===== src/rtl/mbist_pkg.sv =====
package mbist_pkg;

    typedef enum logic [1:0] {
        SEQ_IDLE  = 2'd0,
        SEQ_WRITE = 2'd1,
        SEQ_READ  = 2'd2,
        SEQ_DRAIN = 2'd3
    } seq_state_e;

    typedef enum logic [1:0] {
        TM_RAM_PRPG   = 2'd0,
        TM_RAM_TOGGLE = 2'd1,
        TM_ROM_SIG    = 2'd2,
        TM_ROM_SIG_B  = 2'd3
    } test_mode_e;

    typedef struct packed {
        logic rom;
        logic toggle;
    } mode_flags_t;

    function automatic mode_flags_t decode_mode(input logic [1:0] m);
        mode_flags_t f;
        f.rom    = m[1];
        f.toggle = (m == TM_RAM_TOGGLE);
        return f;
    endfunction

endpackage


===== src/rtl/bist_addr_gen.sv =====
module bist_addr_gen #(
    parameter int ADDR_W = 8
) (
    input  logic              clk,
    input  logic              rst,
    input  logic              load,
    input  logic              step,
    input  logic [ADDR_W-1:0] seed,
    input  logic [ADDR_W-1:0] taps,
    output logic [ADDR_W-1:0] addr,
    output logic              last
);
    localparam logic [ADDR_W-1:0] ONE      = ADDR_W'(1);
    localparam logic [ADDR_W-1:0] LAST_IDX = '1;

    logic [ADDR_W-1:0] lfsr_q, lfsr_nx, idx_q, seed_nz;
    logic              fb;

    // top bit always feeds back, keeping the register invertible and nonzero
    assign fb      = lfsr_q[ADDR_W-1] ^ (^(lfsr_q[ADDR_W-2:0] & taps[ADDR_W-2:0]));
    assign lfsr_nx = {lfsr_q[ADDR_W-2:0], fb};
    assign seed_nz = (seed == '0) ? ONE : seed;

    always_ff @(posedge clk) begin
        if (rst) begin
            lfsr_q <= ONE;
            idx_q  <= '0;
        end else if (load) begin
            lfsr_q <= seed_nz;
            idx_q  <= '0;
        end else if (step) begin
            lfsr_q <= lfsr_nx;
            idx_q  <= idx_q + ONE;
        end
    end

    assign last = (idx_q == LAST_IDX);
    assign addr = last ? '0 : lfsr_q;

    p_lfsr_nonzero_r2: assert property (@(posedge clk) disable iff (rst)
        lfsr_q != '0);

    p_zero_only_at_end_r2: assert property (@(posedge clk) disable iff (rst)
        (step && !last) |-> (addr != '0));

endmodule


===== src/rtl/bist_data_cells.sv =====
module bist_data_cells #(
    parameter int DATA_W = 8
) (
    input  logic              clk,
    input  logic              rst,
    input  logic              load,
    input  logic              step,
    input  logic              toggle,
    input  logic [DATA_W-1:0] seed,
    input  logic [DATA_W-1:0] taps,
    input  logic              capture,
    input  logic              cmp_en,
    input  logic [DATA_W-1:0] rdata,
    input  logic [DATA_W-1:0] mask,
    output logic [DATA_W-1:0] wdata,
    output logic              miss
);
    logic [DATA_W-1:0] pat_q, pat_nx, pattern, bit_miss;
    logic              tog_q;

    assign pat_nx  = {pat_q[DATA_W-2:0],
                      pat_q[DATA_W-1] ^ (^(pat_q[DATA_W-2:0] & taps[DATA_W-2:0]))};
    assign pattern = toggle ? {DATA_W{~tog_q}} : pat_q;

    always_ff @(posedge clk) begin
        if (rst) begin
            pat_q <= '0;
            tog_q <= 1'b0;
        end else if (load) begin
            pat_q <= seed;
            tog_q <= 1'b0;
        end else if (step) begin
            pat_q <= pat_nx;
            tog_q <= ~tog_q;
        end
    end

    // one cell per data bit: hold the bit issued with a read, compare on return
    for (genvar i = 0; i < DATA_W; i++) begin : g_cell
        logic held_q;
        always_ff @(posedge clk) begin
            if (rst)          held_q <= 1'b0;
            else if (capture) held_q <= pattern[i];
        end
        assign bit_miss[i] = cmp_en & ~mask[i] & (rdata[i] ^ held_q);
    end

    assign wdata = pattern;
    assign miss  = |bit_miss;

    p_toggle_alternates_r5: assert property (@(posedge clk) disable iff (rst)
        (toggle && step && !load) |=> (wdata == ~$past(wdata)));

endmodule


===== src/rtl/bist_psa.sv =====
module bist_psa #(
    parameter int DATA_W = 8
) (
    input  logic              clk,
    input  logic              rst,
    input  logic              clear,
    input  logic              en,
    input  logic [DATA_W-1:0] taps,
    input  logic [DATA_W-1:0] mask,
    input  logic [DATA_W-1:0] din,
    output logic [DATA_W-1:0] sig,
    output logic [DATA_W-1:0] sig_nx
);
    logic [DATA_W-1:0] sig_q;

    assign sig_nx = {sig_q[DATA_W-2:0], ^(sig_q & taps)} ^ (din & ~mask);

    always_ff @(posedge clk) begin
        if (rst || clear) sig_q <= '0;
        else if (en)      sig_q <= sig_nx;
    end

    assign sig = sig_q;

    p_psa_hold_r8: assert property (@(posedge clk) disable iff (rst)
        (!en && !clear) |=> $stable(sig_q));

endmodule


===== src/rtl/mbist_engine.sv =====
module mbist_engine
    import mbist_pkg::*;
#(
    parameter int ADDR_W = 8,
    parameter int DATA_W = 8
) (
    input  logic              clk,
    input  logic              rst,
    input  logic              start,
    input  logic [1:0]        mode,
    input  logic [ADDR_W-1:0] addr_seed,
    input  logic [ADDR_W-1:0] addr_taps,
    input  logic [DATA_W-1:0] data_seed,
    input  logic [DATA_W-1:0] data_taps,
    input  logic [DATA_W-1:0] cmp_mask,
    input  logic [DATA_W-1:0] psa_taps,
    input  logic [DATA_W-1:0] psa_mask,
    input  logic [DATA_W-1:0] sig_expect,
    output logic [ADDR_W-1:0] mem_addr,
    output logic [DATA_W-1:0] mem_wdata,
    output logic              mem_we,
    output logic              mem_re,
    input  logic [DATA_W-1:0] mem_rdata,
    output logic              busy,
    output logic              done,
    output logic              fail,
    output logic [DATA_W-1:0] signature
);
    seq_state_e        state_q, state_d;
    mode_flags_t       cfg_flags_q, req_flags;
    logic [ADDR_W-1:0] cfg_aseed_q, cfg_ataps_q, aseed_mux;
    logic [DATA_W-1:0] cfg_dseed_q, cfg_dtaps_q, cfg_cmask_q;
    logic [DATA_W-1:0] cfg_ptaps_q, cfg_pmask_q, cfg_sexp_q, dseed_mux;
    logic              start_acc, gen_load, gen_step, addr_last;
    logic              rd_valid_q, fail_q, done_q, cell_miss;
    logic [DATA_W-1:0] sig_nx;

    assign req_flags = decode_mode(mode);
    assign start_acc = start && (state_q == SEQ_IDLE);

    always_ff @(posedge clk) begin
        if (rst) begin
            cfg_flags_q <= '0;
            cfg_aseed_q <= '0;
            cfg_ataps_q <= '0;
            cfg_dseed_q <= '0;
            cfg_dtaps_q <= '0;
            cfg_cmask_q <= '0;
            cfg_ptaps_q <= '0;
            cfg_pmask_q <= '0;
            cfg_sexp_q  <= '0;
        end else if (start_acc) begin
            cfg_flags_q <= req_flags;
            cfg_aseed_q <= addr_seed;
            cfg_ataps_q <= addr_taps;
            cfg_dseed_q <= data_seed;
            cfg_dtaps_q <= data_taps;
            cfg_cmask_q <= cmp_mask;
            cfg_ptaps_q <= psa_taps;
            cfg_pmask_q <= psa_mask;
            cfg_sexp_q  <= sig_expect;
        end
    end

    // restart both generators at start and again when the read sweep begins
    assign gen_load  = start_acc || (state_q == SEQ_WRITE && addr_last);
    assign gen_step  = (state_q == SEQ_WRITE) || (state_q == SEQ_READ);
    assign aseed_mux = start_acc ? addr_seed : cfg_aseed_q;
    assign dseed_mux = start_acc ? data_seed : cfg_dseed_q;

    bist_addr_gen #(.ADDR_W(ADDR_W)) u_addr (
        .clk  (clk),
        .rst  (rst),
        .load (gen_load),
        .step (gen_step),
        .seed (aseed_mux),
        .taps (cfg_ataps_q),
        .addr (mem_addr),
        .last (addr_last)
    );

    bist_data_cells #(.DATA_W(DATA_W)) u_cells (
        .clk     (clk),
        .rst     (rst),
        .load    (gen_load),
        .step    (gen_step),
        .toggle  (cfg_flags_q.toggle),
        .seed    (dseed_mux),
        .taps    (cfg_dtaps_q),
        .capture (mem_re),
        .cmp_en  (rd_valid_q && !cfg_flags_q.rom),
        .rdata   (mem_rdata),
        .mask    (cfg_cmask_q),
        .wdata   (mem_wdata),
        .miss    (cell_miss)
    );

    bist_psa #(.DATA_W(DATA_W)) u_psa (
        .clk    (clk),
        .rst    (rst),
        .clear  (start_acc),
        .en     (rd_valid_q && cfg_flags_q.rom),
        .taps   (cfg_ptaps_q),
        .mask   (cfg_pmask_q),
        .din    (mem_rdata),
        .sig    (signature),
        .sig_nx (sig_nx)
    );

    always_comb begin
        state_d = state_q;
        unique case (state_q)
            SEQ_IDLE:  if (start_acc) state_d = req_flags.rom ? SEQ_READ : SEQ_WRITE;
            SEQ_WRITE: if (addr_last) state_d = SEQ_READ;
            SEQ_READ:  if (addr_last) state_d = SEQ_DRAIN;
            SEQ_DRAIN: state_d = SEQ_IDLE;
            default:   state_d = SEQ_IDLE;
        endcase
    end

    always_ff @(posedge clk) begin
        if (rst) begin
            state_q    <= SEQ_IDLE;
            rd_valid_q <= 1'b0;
            fail_q     <= 1'b0;
            done_q     <= 1'b0;
        end else begin
            state_q    <= state_d;
            rd_valid_q <= (state_q == SEQ_READ);
            if (start_acc) begin
                fail_q <= 1'b0;
                done_q <= 1'b0;
            end else begin
                if (!cfg_flags_q.rom && rd_valid_q && cell_miss)
                    fail_q <= 1'b1;
                if (cfg_flags_q.rom && state_q == SEQ_DRAIN && sig_nx != cfg_sexp_q)
                    fail_q <= 1'b1;
                if (state_q == SEQ_DRAIN)
                    done_q <= 1'b1;
            end
        end
    end

    assign mem_we = (state_q == SEQ_WRITE);
    assign mem_re = (state_q == SEQ_READ);
    assign busy   = (state_q != SEQ_IDLE);
    assign done   = done_q;
    assign fail   = fail_q;

    p_strobe_excl_r3: assert property (@(posedge clk) disable iff (rst)
        !(mem_we && mem_re));

    p_write_then_read_r3: assert property (@(posedge clk) disable iff (rst)
        $fell(mem_we) |-> mem_re);

    p_fail_sticky_r7: assert property (@(posedge clk) disable iff (rst)
        (fail && !start) |=> fail);

    p_rom_no_write_r8: assert property (@(posedge clk) disable iff (rst)
        (busy && cfg_flags_q.rom) |-> !mem_we);

    p_sig_frozen_r8: assert property (@(posedge clk) disable iff (rst)
        (!busy && !start) |=> $stable(signature));

    p_done_quiet_r9: assert property (@(posedge clk) disable iff (rst)
        done |-> !busy);

    p_done_from_drain_r9: assert property (@(posedge clk) disable iff (rst)
        $rose(done) |-> $past(state_q == SEQ_DRAIN));

    p_keep_running_r10: assert property (@(posedge clk) disable iff (rst)
        (busy && state_q != SEQ_DRAIN) |=> busy);

    p_cfg_frozen_r10: assert property (@(posedge clk) disable iff (rst)
        busy |=> ($stable(cfg_flags_q) && $stable(cfg_cmask_q) && $stable(cfg_sexp_q)));

endmodule


===== config.mk =====
export PLATFORM = sky130hd
export DESIGN_NAME = mbist_engine
export DESIGN_NICKNAME = d
export VERILOG_FILES = /design/src/rtl/mbist_pkg.sv /design/src/rtl/bist_addr_gen.sv /design/src/rtl/bist_data_cells.sv /design/src/rtl/bist_psa.sv /design/src/rtl/mbist_engine.sv
export SDC_FILE = /design/constraint.sdc
export NUM_CORES = 1
export LEC_CHECK = 0
export BUFFER_PORTS_ARGS = -buffer_cell sky130_fd_sc_hd__buf_2
export CAP_MARGIN = 20
export CORE_ASPECT_RATIO = 0.75
export CORE_MARGIN = 10
export CORE_UTILIZATION = 40
export DETAILED_ROUTE_END_ITERATION = 16
export PLACE_DENSITY = 0.6
export SLEW_MARGIN = 0
export SYNTH_ARGS = -nofsm -noshare
export SYNTH_HDL_FRONTEND = slang
export SYNTH_HIERARCHICAL = 1
export SYNTH_SLANG_ARGS = --single-unit

===== constraint.sdc =====
create_clock -name clk -period 5.6 [get_ports clk]
set_input_delay 0.56 -clock clk [delete_from_list [all_inputs] [get_ports clk]]
set_output_delay 0.56 -clock clk [all_outputs]
set_load 0.05 [all_outputs]

==> summary.log, run 1 <==
[run_status] result of the run finished clean
[placed_design] Final HPWL DP 9260 microns
[worst_setup_path] worst reg-to-reg path cell count 5
[die] IO Pins 106
[worst_hold_path] Cells on Worst Hold Path 2
[detailed_routing] Wirelength per Cell 14.5 microns
[finish] filler-free cell count of the finished design 876
[flow_run] reported max-cap violation count 0
[detailed_routing] length of the first detailed-routing pass in iterations 4
[clock_network] post-CTS resize count 0
[detailed_routing] DRC 0
[clock_network] clock transition at the registers of the reported paths 0.07 ns
[placed_design] weighted congestion at the end of routability-driven global placement 0.778
[die] Die H 117 microns
[die] total number of placement rows 35
[timing] count of final max-slew check failures 0
[timing] relative slew slack 0.276
[logic_synthesis] Post-Syn Area 0.00498 sq mm
[clock_network] CTS Sinks 110
[worst_setup_path] signal arrival time at the worst endpoint 2.78 ns
[timing] Final setup violation count 0
[worst_setup_path] reg2reg end u_addr/idx_q[5]
[clock_network] postcts setup bufs 0
[power] maximum ir drop on the vdd rail 0.000186 V
[grt] Top Usage Layer GRT met2
[timing] RSZ-0062 raised after global routing false
[worst_hold_path] Hold Path Sink cfg_pmask_q[3]
[worst_hold_path] min-delay worst type reg2reg
[logic_synthesis] Avg Synthesized Cell Area 8.00 sq um
[detailed_routing] mean number of vias per cell 4.82
[die] area inside the core boundary 0.0122 sq mm
[detailed_routing] total via count in the routed design 4218
[grt] met2 Usage GRT 0.236
[worst_setup_path] critical path data required time 5.87 ns
[worst_setup_path] crit path kind reg2reg
[timing] Max Freq 399 MHz
[clock_network] clock latency on the worst-skew pair 0.34 ns
[grt] routing usage on met3 0.0503
[clock_network] Max Root-Sink Buffers 2
[grt] largest net degree at the start of global routing 66
[grt] number of antenna violations at the first check in global routing 2
[detailed_routing] Iteration-0 DRC Markers 210
[clock_network] clock tree root buffer cell sky130_fd_sc_hd__clkbuf_16
[placed_design] Port Buffer Count 103
[grt] number of global-route vias before repair 4288
[detailed_routing] count of nets left with antenna violations after detail routing 0
[die] Die Area 0.0174 sq mm
[worst_setup_path] CP startpoint kind flop
[logic_synthesis] Gate Count Post-Synth 623
[worst_setup_path] critical path endpoint category flop
[timing] sum of negative setup slack 0 ns
[finish] fraction of final layout cells sized beyond drive strength 1 0.186
[die] die outline width 149 microns
[finish] layout net count 787
[clock_network] number of H-tree branching levels 3
[worst_setup_path] critical-path maximum fanout 26
[grt] GRT Overall Usage 0.149
[clock_network] Hold Buf Count CTS 0
[detailed_routing] DRT Wirelength 12700 microns
[timing] ratio of final minimum period to clock period 0.447
[placed_design] instance count after placement with tap cells included 858
[timing] Slew @ Worst Pin 1.09 ns
[grt] met1 capacity usage during global routing 0.194
[timing] Setup Skew 0.00671 ns
[power] ratio of total power to cell area 428 mW/mm^2
[worst_setup_path] worst reg-to-reg setup slack 3.10 ns
[power] leakage power of the design 2.42 nW
[finish] Syn-to-layout area delta 17.5%
[timing] Min Clock Period, post-route 2.50 ns
[finish] fill count 1215
[die] initial standard-cell utilization of the core 0.408
[logic_synthesis] Yosys Warn Count 6
[worst_hold_path] startpoint of the lowest-slack hold path cfg_pmask_q[3]
[worst_setup_path] Reg-to-Reg Start state_q[1]
[timing] hold violation total from the final report 0
[worst_setup_path] worst setup path start state_q[1]
[grt] sum of overflow across all layers after global routing 0
[clock_network] clock tree from TritonCTS yes
[clock_network] number of buffers created by CTS 9
[logic_synthesis] syn nets 706
[grt] wire length of the first global-routing pass 21100 microns
layout by cell type, fill, tap and decap left out, types with 6 or more instances in the layout:
cell                          n
sky130_fd_sc_hd__xnor2_1     39
sky130_fd_sc_hd__mux2i_1     27
sky130_fd_sc_hd__clkbuf_16    9
sky130_fd_sc_hd__ha_1         6
sky130_fd_sc_hd__nand2b_1    12
sky130_fd_sc_hd__nor2b_1     11
sky130_fd_sc_hd__dfxtp_1    110
sky130_fd_sc_hd__nor2_1      57
sky130_fd_sc_hd__buf_2      103
sky130_fd_sc_hd__xor2_1       9
sky130_fd_sc_hd__a21oi_1     83
sky130_fd_sc_hd__nand2_1    176
per-layer routing:
layer / vias to the layer above / wire length (microns)
li1: 2187 / -
met3: 12 / 864
met5: - / 13
met4: 2 / 102
met1: 1922 / 6280
met2: 95 / 5480
cell type report:
type                    count  area [sq um]  area share
diodes                      1          2.50    0.000428
clock buffers              13           270      0.0462
clock inverters             3          17.5     0.00299
inverters                   6          22.5     0.00385
multi-input cells         469          2560       0.438
flip-flops and latches    110          2200       0.376
well taps                 166           208      0.0355
repair buffers            108           566      0.0966
power by group:
group          leakage [nW]  internal, W  total [W]  switching [W]
registers             0.898     0.000914    0.00100      0.0000900
clock network         0.142     0.000337   0.000614       0.000277
logic                  1.39     0.000309   0.000885       0.000575
registers in the layout (all words and copies together), names as in the netlist, 2 cells and up:
register	cells
state_q	2
cfg_ataps_q	7
cfg_ptaps_q	8
cfg_cmask_q	8
u_cells/pat_q	8
cfg_sexp_q	8
u_addr/lfsr_q	8
cfg_aseed_q	8
u_psa/sig	8
cfg_pmask_q	8
cfg_dtaps_q	7
u_addr/idx_q	8
u_cells/g_cell.held_q	8
cfg_dseed_q	8
cfg_flags_q	2
worst max-delay path by stage:
stage,end,slack (ns)
after floorplan,fail,3.46
after global placement,fail,3.16
after detailed placement,u_addr/idx_q[7],3.10
after CTS,u_addr/idx_q[5],3.08
after global routing,u_addr/idx_q[7],2.84
final,u_addr/idx_q[5],3.10
metrics by stage:
stage / hold WS, ns / power (W) / utilization / area, sq um / setup WS (ns)
2_1_floorplan: 0.429 / 0.00173 / - / 4980 / 3.46
3_3_place_gp: 0.437 / 0.00189 / 0.454 / 5540 / 3.16
3_5_place_dp: 0.443 / 0.00191 / 0.454 / 5540 / 3.10
4_1_cts: 0.438 / 0.00253 / 0.477 / 5830 / 3.08
5_1_grt: 0.443 / 0.00268 / 0.479 / 5850 / 2.84
6_report: 0.448 / 0.00250 / 0.479 / 5850 / 3.10
worst max-delay path: stages (launching register included):
cell                      delay, ns
sky130_fd_sc_hd__dfxtp_1       0.37
sky130_fd_sc_hd__inv_1         0.10
sky130_fd_sc_hd__ha_1          1.02
sky130_fd_sc_hd__nand4_1       0.39
sky130_fd_sc_hd__or3_1         0.41
sky130_fd_sc_hd__a21oi_1       0.14
Power figures use the tool's default switching activity.
==> run 2: changes to the inputs <==
PLACE_DENSITY = 0.63   (was 0.6)
clock period = 2.1 ns   (was 5.6 ns; I/O delays follow)
==> summary.log, run 2 (synthesis gave the netlist of run 1 again) <==
[detailed_routing] length of the first detailed-routing pass in iterations 5 [+1]
[clock_network] Max Root-Sink Buffers 2 [unchanged]
[worst_setup_path] crit path max-delay cell type sky130_fd_sc_hd__ha_1
[finish] Inserted Diodes 0 [-1]
[placed_design] Final HPWL DP 9950 microns [+7.4%]
[grt] number of global-route vias before repair 4255 [-0.77%]
[timing] Slew @ Worst Pin 0.655 ns [-0.430 ns]
[worst_setup_path] Top delay family on crit path adder cells
[die] die outline width 149 microns [unchanged]
[run_status] result of the run finished clean
[detailed_routing] mean number of vias per cell 4.87 [+1.1%]
[finish] leading cell types in the layout, fill and taps excluded sky130_fd_sc_hd__nand2_1 (176), sky130_fd_sc_hd__dfxtp_1 (108), sky130_fd_sc_hd__buf_2 (103)
[clock_network] number of H-tree branching levels 3 [unchanged]
[worst_setup_path] critical path endpoint category primary output
[detailed_routing] DRT Wirelength 13100 microns [+2.6%]
[finish] fill count 1180 [-2.9%]
[timing] Max Freq 500 MHz
[timing] Min Clock Period, post-route 2.00 ns
[worst_setup_path] critical path data required time 1.89 ns [-3.98 ns]
[timing] count of final max-slew check failures 0 [unchanged]
[worst_setup_path] CP startpoint kind flop
[die] IO Pins 106 [unchanged]
[die] Die Area 0.0174 sq mm [unchanged]
[die] area inside the core boundary 0.0122 sq mm [unchanged]
[worst_setup_path] delay contributed by the slowest stage of the critical path 0.60 ns [-0.42 ns]
[grt] wire length of the first global-routing pass 21000 microns [-0.75%]
[placed_design] Port Buffer Count 103 [unchanged]
[grt] largest net degree at the start of global routing 46 [-30%]
[finish] Sequential Area 0.00220 sq mm [+0.11%]
[timing] RSZ-0062 raised after global routing false
[clock_network] clock tree root buffer cell sky130_fd_sc_hd__clkbuf_16
[grt] GRT Overall Usage 0.148 [-0.000883]
[grt] number of antenna violations at the first check in global routing 0 [-2]
[worst_hold_path] min-delay worst type in2reg
[power] ratio of total power to cell area 1140 mW/mm^2 [+170%]
[timing] Final setup violation count 0 [unchanged]
[die] total number of placement rows 35 [unchanged]
[placed_design] weighted congestion at the end of routability-driven global placement 0.834 [+7.3%]
[worst_setup_path] crit path kind reg2out
[die] initial standard-cell utilization of the core 0.408 [unchanged]
[clock_network] clock tree from TritonCTS yes
[detailed_routing] Wirelength per Cell 14.8 microns [+1.9%]
[clock_network] CTS Sinks 110 [unchanged]
[finish] multi-input gate area in the final layout 0.00257 sq mm [+0.29%]
[timing] Setup Skew 0.00668 ns [-0.0000275 ns]
[detailed_routing] count of nets left with antenna violations after detail routing 0 [unchanged]
[die] Die H 117 microns [unchanged]
[finish] layout net count 794 [+0.89%]
[detailed_routing] total via count in the routed design 4292 [+1.8%]
[timing] relative slew slack 0.563 [+0.287]
[clock_network] number of buffers created by CTS 9 [unchanged]
[flow_run] reported max-cap violation count 0 [unchanged]
[detailed_routing] Iteration-0 DRC Markers 238 [+13%]
[grt] sum of overflow across all layers after global routing 0 [unchanged]
[finish] commonest non-fill, non-tap cell in the layout sky130_fd_sc_hd__nand2_1
[clock_network] clock transition at the registers of the reported paths 0.07 ns [about the same]
[worst_setup_path] signal arrival time at the worst endpoint 1.79 ns [-0.99 ns]
[worst_setup_path] worst reg-to-reg setup slack 0.14 ns [-2.96 ns]
[finish] Syn-to-layout area delta 18.5%
[power] leakage power of the design 2.46 nW [+1.3%]
[worst_setup_path] critical-path maximum fanout 15 [-42%]
[power] post-layout total power 0.00673 W [+170%]
[timing] hold violation total from the final report 0 [unchanged]
[finish] final core utilization 0.483 [+0.00399]
[finish] fraction of final layout cells sized beyond drive strength 1 0.200 [+0.0135]
[timing] sum of negative setup slack 0 ns [unchanged]
[timing] ratio of final minimum period to clock period 0.952
[clock_network] postcts setup bufs 0 [unchanged]
[clock_network] clock latency on the worst-skew pair 0.34 ns [about the same]
[worst_setup_path] crit path cell chain inv_1, ha_1, buf_2
[worst_setup_path] number of buffers and inverters on the critical path 2 [+1]
[power] maximum ir drop on the vdd rail 0.000518 V [+180%]
[detailed_routing] DRC 0 [unchanged]
[run 2: through the flow]
| stage | instances | worst slack [ns] | instance area (sq um) | hold slack (ns) |
|---|---|---|---|---|
| 2_1_floorplan | 623 | 0.00388 | 4980 | 0.346 |
| 3_3_place_gp | 866 | 0.110 | 5600 | 0.436 |
| 3_5_place_dp | 866 | 0.0652 | 5600 | 0.443 |
| 4_1_cts | 882 | 0.0911 | 5890 | 0.0917 |
| 5_1_grt | 882 | 0.00104 | 5900 | 0.0914 |
| 6_report | 882 | 0.101 | 5900 | 0.0991 |
[run 2: final timing paths]
path | start | endpoint | cells after the start
worst max-delay path | state_q[0] | mem_re | 3
worst min-delay path | sig_expect[7] | cfg_sexp_q[7] | 3
worst max register to register | u_psa/sig[3] | fail | 8
worst min register to register | cfg_pmask_q[3] | cfg_pmask_q[3] | 2
[run 2: worst min-delay path: cells and delay by family]
family | cells | cell delay [ns]
buf+inv | 1 | 0.10
simple gates | 1 | 0.05
compound gates | 1 | 0.05
[run 2: metal layers]
| metal | vias to the layer above | wire length [microns] | GRT usage | part of all wire |
|---|---|---|---|---|
| met4 | 0 | 141 | 0.0359 | 0.011 |
| met5 | - | 0 | 0 | 0 |
| li1 | 2203 | - | - | - |
| met2 | 103 | 5710 | 0.235 | 0.44 |
| met1 | 1973 | 6330 | 0.193 | 0.48 |
| met3 | 13 | 898 | 0.0480 | 0.069 |
[run 2: power by group]
part / total (W) / switching, W / leakage [nW] / internal, W
Sequential: 0.00268 / 0.000241 / 0.899 / 0.00244
Combinational: 0.00244 / 0.00158 / 1.42 / 0.000866
Clock: 0.00161 / 0.000762 / 0.135 / 0.000843
[run 2: final cells by class]
type | count | area share
Clock inverter | 6 | 0.00785
Multi-Input combinational cell | 469 | 0.436
Sequential cell | 110 | 0.374
Timing Repair Buffer | 115 | 0.103
Clock buffer | 10 | 0.0405
Inverter | 6 | 0.00382
Tap cell | 166 | 0.0352
[run 2: repair_timing]
action / 4_1_cts / 5_1_grt
endpoints found under the setup margin: 0 / 2
resized for setup: 0 / 2
hold buffers: 0 / 0
